`config.mk`:
```
export PLATFORM = sky130hd
export DESIGN_NAME = txdone_status_stack
export DESIGN_NICKNAME = d
export VERILOG_FILES = /design/src/rtl/txs_pkg.sv /design/src/rtl/txs_fifo.sv /design/src/rtl/txs_ctrl.sv /design/src/rtl/txdone_status_stack.sv
export SDC_FILE = /design/constraint.sdc
export NUM_CORES = 1
export LEC_CHECK = 0
export ABC_AREA = 0
export BUFFER_PORTS_ARGS = -buffer_cell sky130_fd_sc_hd__buf_2
export CORE_AREA = 2 2 58 60
export CTS_BUF_LIST = sky130_fd_sc_hd__clkbuf_4
export DETAILED_ROUTE_END_ITERATION = 7
export DIE_AREA = 0 0 60 62
export SETUP_SLACK_MARGIN = 0.4
export SKIP_LAST_GASP = 1
export SYNTH_ARGS = -nofsm -noshare
export SYNTH_HDL_FRONTEND = slang
export SYNTH_HIERARCHICAL = 1
export SYNTH_SLANG_ARGS = --single-unit
```
`constraint.sdc`:
```
create_clock -name clk -period 5.9 [get_ports clk]
set_input_delay 0.59 -clock clk [delete_from_list [all_inputs] [get_ports clk]]
set_output_delay 0.59 -clock clk [all_outputs]
set_load 0.01 [all_outputs]
```
`src/rtl/txs_pkg.sv`:
```
package txs_pkg;

  // Flags kept per stored completion, MSB first as they appear in bits 6..3
  typedef struct packed {
    logic int_req;
    logic jabber;
    logic underrun;
    logic maxcoll;
  } txs_entry_t;

  localparam int ENTRY_W = $bits(txs_entry_t);

  function automatic logic [7:0] txs_format(input logic        valid,
                                            input txs_entry_t  e,
                                            input logic        ovf);
    logic [7:0] b;
    b = valid ? {1'b1, e, ovf, 2'b00} : 8'h00;
    return b;
  endfunction

endpackage

```
`src/rtl/txs_fifo.sv`:
```
module txs_fifo
  import txs_pkg::*;
#(
  parameter int DEPTH = 4
) (
  input  logic       clk,
  input  logic       rst_n,
  input  logic       flush,
  input  logic       push,
  input  txs_entry_t push_data,
  input  logic       pop,
  output txs_entry_t head,
  output logic       empty,
  output logic       full,
  output logic       drop
);

  localparam int PTR_W = (DEPTH > 1) ? $clog2(DEPTH) : 1;
  localparam int CNT_W = $clog2(DEPTH + 1);
  localparam logic [CNT_W-1:0] CNT_MAX = CNT_W'(DEPTH);
  localparam logic [PTR_W-1:0] PTR_LAST = PTR_W'(DEPTH - 1);

  txs_entry_t       mem [DEPTH];
  logic [PTR_W-1:0] rd_ptr_q, rd_ptr_d;
  logic [PTR_W-1:0] wr_ptr_q, wr_ptr_d;
  logic [CNT_W-1:0] cnt_q, cnt_d;
  logic             pop_eff, push_eff;

  assign empty = (cnt_q == '0);
  assign full  = (cnt_q == CNT_MAX);
  assign head  = mem[rd_ptr_q];

  // room is judged after a same-cycle removal
  assign pop_eff  = pop & ~empty & ~flush;
  assign push_eff = push & ~flush & (~full | pop_eff);
  assign drop     = push & ~flush & full & ~pop_eff;

  always_comb begin
    rd_ptr_d = rd_ptr_q;
    wr_ptr_d = wr_ptr_q;
    cnt_d    = cnt_q;
    if (flush) begin
      rd_ptr_d = '0;
      wr_ptr_d = '0;
      cnt_d    = '0;
    end else begin
      if (pop_eff)
        rd_ptr_d = (rd_ptr_q == PTR_LAST) ? '0 : rd_ptr_q + 1'b1;
      if (push_eff)
        wr_ptr_d = (wr_ptr_q == PTR_LAST) ? '0 : wr_ptr_q + 1'b1;
      case ({push_eff, pop_eff})
        2'b10:   cnt_d = cnt_q + 1'b1;
        2'b01:   cnt_d = cnt_q - 1'b1;
        default: cnt_d = cnt_q;
      endcase
    end
  end

  always_ff @(posedge clk or negedge rst_n) begin
    if (!rst_n) begin
      rd_ptr_q <= '0;
      wr_ptr_q <= '0;
      cnt_q    <= '0;
    end else begin
      rd_ptr_q <= rd_ptr_d;
      wr_ptr_q <= wr_ptr_d;
      cnt_q    <= cnt_d;
    end
  end

  // storage needs no reset: a slot is only read after it was written
  generate
    for (genvar i = 0; i < DEPTH; i++) begin : g_slot
      always_ff @(posedge clk) begin
        if (push_eff && (wr_ptr_q == PTR_W'(i)))
          mem[i] <= push_data;
      end
    end
  endgenerate

  p_count_bound_r3: assert property (@(posedge clk) disable iff (!rst_n)
    cnt_q <= CNT_MAX);

  p_pop_empty_r5: assert property (@(posedge clk) disable iff (!rst_n)
    (empty && pop && !push && !flush) |=> (empty && $stable(rd_ptr_q)));

  p_swap_full_r7: assert property (@(posedge clk) disable iff (!rst_n)
    (full && push && pop && !flush) |=> full);

  p_flush_empty_r11: assert property (@(posedge clk) disable iff (!rst_n)
    flush |=> empty);

endmodule

```
`src/rtl/txs_ctrl.sv`:
```
module txs_ctrl
  import txs_pkg::*;
(
  input  logic       clk,
  input  logic       rst_n,
  input  logic       done_valid,
  input  txs_entry_t done_flags,
  input  logic       tx_reset,
  input  logic       fifo_drop,
  output logic       accept,
  output logic       ovf_flag,
  output logic       txc_irq,
  output logic       tx_locked
);

  logic fatal, notify;
  logic lock_d, ovf_d, irq_d;
  logic lock_en, ovf_en;

  assign accept = done_valid & ~tx_locked;
  assign fatal  = done_flags.jabber | done_flags.underrun;
  assign notify = done_flags.int_req | done_flags.jabber |
                  done_flags.underrun | done_flags.maxcoll;

  always_comb begin
    lock_en = tx_reset | (accept & fatal);
    lock_d  = ~tx_reset;
    ovf_en  = tx_reset | (accept & fifo_drop);
    ovf_d   = ~tx_reset;
    irq_d   = accept & notify & ~tx_reset;
  end

  always_ff @(posedge clk or negedge rst_n) begin
    if (!rst_n) begin
      tx_locked <= 1'b0;
      ovf_flag  <= 1'b0;
      txc_irq   <= 1'b0;
    end else begin
      if (lock_en) tx_locked <= lock_d;
      if (ovf_en)  ovf_flag  <= ovf_d;
      txc_irq <= irq_d;
    end
  end

  p_lock_fatal_r9: assert property (@(posedge clk) disable iff (!rst_n)
    (done_valid && !tx_locked && (done_flags.jabber || done_flags.underrun) && !tx_reset)
      |=> tx_locked);

  p_locked_quiet_r10: assert property (@(posedge clk) disable iff (!rst_n)
    (tx_locked && !tx_reset) |=> !txc_irq);

  p_ovf_needs_drop_r6: assert property (@(posedge clk) disable iff (!rst_n)
    $rose(ovf_flag) |-> $past(fifo_drop));

  p_reset_clears_r11: assert property (@(posedge clk) disable iff (!rst_n)
    tx_reset |=> (!tx_locked && !ovf_flag && !txc_irq));

endmodule

```
`src/rtl/txdone_status_stack.sv`:
```
module txdone_status_stack
  import txs_pkg::*;
#(
  parameter int DEPTH = 4
) (
  input  logic       clk,
  input  logic       rst_n,
  input  logic       done_valid,
  input  logic       done_int_req,
  input  logic       done_jabber,
  input  logic       done_underrun,
  input  logic       done_maxcoll,
  input  logic       stat_wr,
  input  logic       tx_reset,
  output logic [7:0] stat_byte,
  output logic       txc_irq,
  output logic       tx_locked
);

  txs_entry_t flags, head;
  logic       accept, ovf_flag, empty, full, drop;

  assign flags = '{int_req: done_int_req, jabber: done_jabber,
                   underrun: done_underrun, maxcoll: done_maxcoll};

  txs_ctrl u_ctrl (
    .clk        (clk),
    .rst_n      (rst_n),
    .done_valid (done_valid),
    .done_flags (flags),
    .tx_reset   (tx_reset),
    .fifo_drop  (drop),
    .accept     (accept),
    .ovf_flag   (ovf_flag),
    .txc_irq    (txc_irq),
    .tx_locked  (tx_locked)
  );

  txs_fifo #(.DEPTH(DEPTH)) u_fifo (
    .clk       (clk),
    .rst_n     (rst_n),
    .flush     (tx_reset),
    .push      (accept),
    .push_data (flags),
    .pop       (stat_wr),
    .head      (head),
    .empty     (empty),
    .full      (full),
    .drop      (drop)
  );

  assign stat_byte = txs_format(~empty, head, ovf_flag);

  p_empty_zero_r2: assert property (@(posedge clk) disable iff (!rst_n)
    empty |-> (stat_byte == 8'h00));

  p_format_r1: assert property (@(posedge clk) disable iff (!rst_n)
    !empty |-> (stat_byte[7] && stat_byte[1:0] == 2'b00));

  p_full_drop_r6: assert property (@(posedge clk) disable iff (!rst_n)
    (accept && full && !stat_wr && !tx_reset) |=> ovf_flag);

endmodule

```
==> results list <==
- Status: complete, no violations
- Timing would allow up to approximately 0.43 GHz.
- Vias in the first global route: 753
- Portion of total power attributed to sequential cells: a little under three fifths
* Via Count: around 770
- Number of clock buffers inserted by TritonCTS: 3
* Effective utilization at floorplan: 40.5%
- Ys async rst share: between 30 and 40%
* Placed cell count: approximately 160
- The tree is rooted in a clkbuf_4.
- The first global-routing pass estimated approximately 3500 um of wire.
- Post-synth top area share: approximately 37%
- Global routing consumed, over all layers together, about an eighth of the routing resources.
* Fraction of power spent switching nets: between 20% and 30%
* H-tree depth: 1
- Per report_power, the combinational group accounts for 21.1% of the total.
- Sequential cell area fraction in the yosys report: 56.7%
- Type of the worst setup path: register to register
- Top FF cell, synth: edfxtp_1
- Hold Violations, Final: 0
- At the end of the flow the core is filled with cells to between 40% and 50%.
* Post-CTS setup repair buffer count: 0
- Worst-Skew Late Latency: between 0.3 and 0.4 ns
* Cell area after synthesis: roughly 1300 um2
- Synthesized area per cell: 13.4 um2
* Cell breakdown of the critical path: o31ai_2 -> nor3_1 -> fa_1 -> or4_1 -> a21o_1 -> a21oi_1
- VDD sags by at most 0.0788 mV.
- Entering global routing, the biggest net connects 16 pins.
* Worst endpoint required time: about 6 ns
- Dividing total power by cell area gives a power density of around 260 nW/um2.
- The number of hold buffers added after CTS was 0.
* Half-perimeter wire length after placement: between 1500 and 2000 um
* Worst-case headroom to the max-slew limit: between 60 and 70%
- Pins Over Slew Limit: 0
- GRT Residual Overflow: 0
* Final RePlAce weighted congestion: 0.713
- The clock arrives with approximately 0.0074 ns of skew.
- The tool flagged a number of max-cap violations equal to 0.
- Avg WL per Cell: 13.5 um
- The tightest min-delay check is of the primary input to asynchronous set/reset pin type.
* Switching pwr: between 0.0001 and 0.00015 W
* P&R area growth vs syn: 11.6%
- In this run the register-to-register setup slack is 3.57 ns.
* Total wire length after detailed routing: 2140 um
- The top cell types in the final layout, fill and taps aside, are buf_2, edfxtp_1, dfrtp_1.
- Yosys warnings: 6
- The internal power of the cells totals around 0.00027 W.
- Part of the cycle the worst path needs: approximately 40%
- Setup repair after global routing left no endpoint under its margin.
- Num rows: 21
- Endpoint arrival time on the critical path: 2.58 ns
- TritonCTS Sinks: 26
- The first TritonRoute pass finished after 4 iterations.
- Number of remaining DRC errors: 0
- Counting flops with a built-in enable in the synthesized netlist gives 16.
- Post-Syn Instances: 96
* Transition time at the pin with the least slew margin: around 0.52 ns
- The smallest clock period supported by the final layout is computed as 2.33 ns.
- The synthesized netlist contains 34 unique library cells.
* Cell accounting for the most synthesized area: edfxtp_1
- Vertical die dimension: 62 um
* TritonCTS clock tree: yes
- Using the TritonRoute via totals, the vias-per-cell ratio works out to between 4 and 5.
- Fraction of final layout cells sized beyond drive strength 1: 24.8%
- Std-Cell Core Area: approximately 3200 um2
- After clock tree synthesis, the repair step resized 0 gates.
- Die width: approximately 60 um
- For this block, the initial DRC count from the detailed router was 26.
- STA classifies the critical path endpoint as a register.
* Kind of start point of the critical path: register
- Port buffering added 16 buffers.
- Largest cells by area after synthesis: edfxtp_1, dfrtp_1, mux4_2
- Maximum count of clock buffers along a single path: 2
- Number of nets in the finished design: 129
* Post-detailed-route count of antenna-violating nets: 0
- Stage delay of the slowest cell on the critical path: just under 0.5 ns
- Clock Power Share: about a fifth
* Max stage delay cell, worst path: or4_1
- After clock tree synthesis, the clock-pin slew on the worst setup and hold paths is about 0.14 ns.
- After layout, the worst setup slack is between 3 and 4 ns.
- P_leak: just under 0.6 nW
* Ant. Diodes: 0
- Die area: 3720 um2
- Final Instance Count excl. Fillers: 159
* Number of synthesized register bits: 26
- Number of setup violations in the final report: 0
- Antenna violations before repair: 0
- Setup WS pre-CTS: about 3.6 ns
- Of all nets on the critical path, the largest fanout is 6.
* Worst hold slack: 0.104 ns
* Boundary Pins: 19
- TNS Setup: 0 ns
## state kept, by name, summed over array words and instances (netlist names)
name              flops
u_fifo/rd_ptr_q       2
u_fifo/mem           16
u_ctrl/ovf_flag       1
u_ctrl/tx_locked      1
u_ctrl/txc_irq        1
u_fifo/wr_ptr_q       2
u_fifo/cnt_q          3
## worst max-delay path, delay by kind of cell, from the launching register on
kind	cells	cell delay [ns]
adders and majority gates	1	0.40
AOI/OAI and AO/OA	3	0.80
DFF	1	0.48
and+or+nand+nor	2	0.60
## power groups by stage
stage | registers (W) | logic, W | clock network [W]
finish | 0.000215 | 0.0000790 | 0.0000799
global route | 0.000217 | 0.0000903 | 0.0000910
global placement | 0.000219 | 0.0000799 | 0
CTS | 0.000215 | 0.0000810 | 0.0000836
floorplan | 0.000214 | 0.0000586 | 0
detailed placement | 0.000219 | 0.0000808 | 0
## metrics by stage
| stage | total power, W | area, um2 |
|---|---|---|
| after floorplan | 0.000273 | 1290 |
| after global placement | 0.000299 | 1410 |
| after detailed placement | 0.000300 | 1410 |
| after CTS | 0.000380 | 1440 |
| after global routing | 0.000398 | 1440 |
| final | 0.000374 | 1440 |
## final timing paths
| check | depth (start not counted) | end | from |
|---|---|---|---|
| max in group asynchronous | 1 | u_fifo/wr_ptr_q[0] | rst_n |
| max | 6 | u_fifo/cnt_q[2] | u_fifo/cnt_q[0] |
| min reg2reg | 2 | u_ctrl/ovf_flag | u_ctrl/ovf_flag |
| min | 1 | u_fifo/rd_ptr_q[1] | rst_n |
| min in group clk | 1 | u_fifo/mem[3][3] | done_int_req |
| max reg2reg | 6 | u_fifo/cnt_q[2] | u_fifo/cnt_q[0] |
## final cells by class
class	count	area, um2
Fill cell	291	1740
Sequential cell	26	731
Multi-Input combinational cell	61	517
Timing Repair Buffer	16	80.1
Tap cell	46	57.6
Clock buffer	4	30.0
Inverter	6	22.5
## cell families (layout without fill, tap and decap cells)
logic type | count (synthesis) | count (layout) | synth area share [%]
adders and majority gates | 6 | 6 | 6.41
buffers and inverters | 10 | 26 | 3.49
other | 1 | 2 | 0.291
AOI/OAI and AO/OA | 12 | 12 | 7.18
DFF | 26 | 26 | 56.7
and+or+nand+nor | 33 | 33 | 15.7
muxes | 8 | 8 | 10.2
## routing by layer
layer	GRT usage (%)	vias to the layer above	wire [um]	share of wire [%]
li1	-	378	-	-
met4	5.71	0	19	0.89
met2	22.2	9	1110	52
met3	2.48	2	61	2.9
met5	0	-	0	0
met1	16.1	377	948	44
## synthesized netlist by cell type, drive strengths merged (2+ instances only)
master / instances
dfrtp: 10
nor3: 3
buf: 2
a21oi: 4
mux4: 4
nor2: 6
nand2b: 3
nor2b: 7
inv: 6
nand2: 2
mux2i: 3
clkbuf: 2
ha: 5
and2: 6
edfxtp: 16
o31ai: 2
No activity file was read; power rests on OpenSTA's default activity.
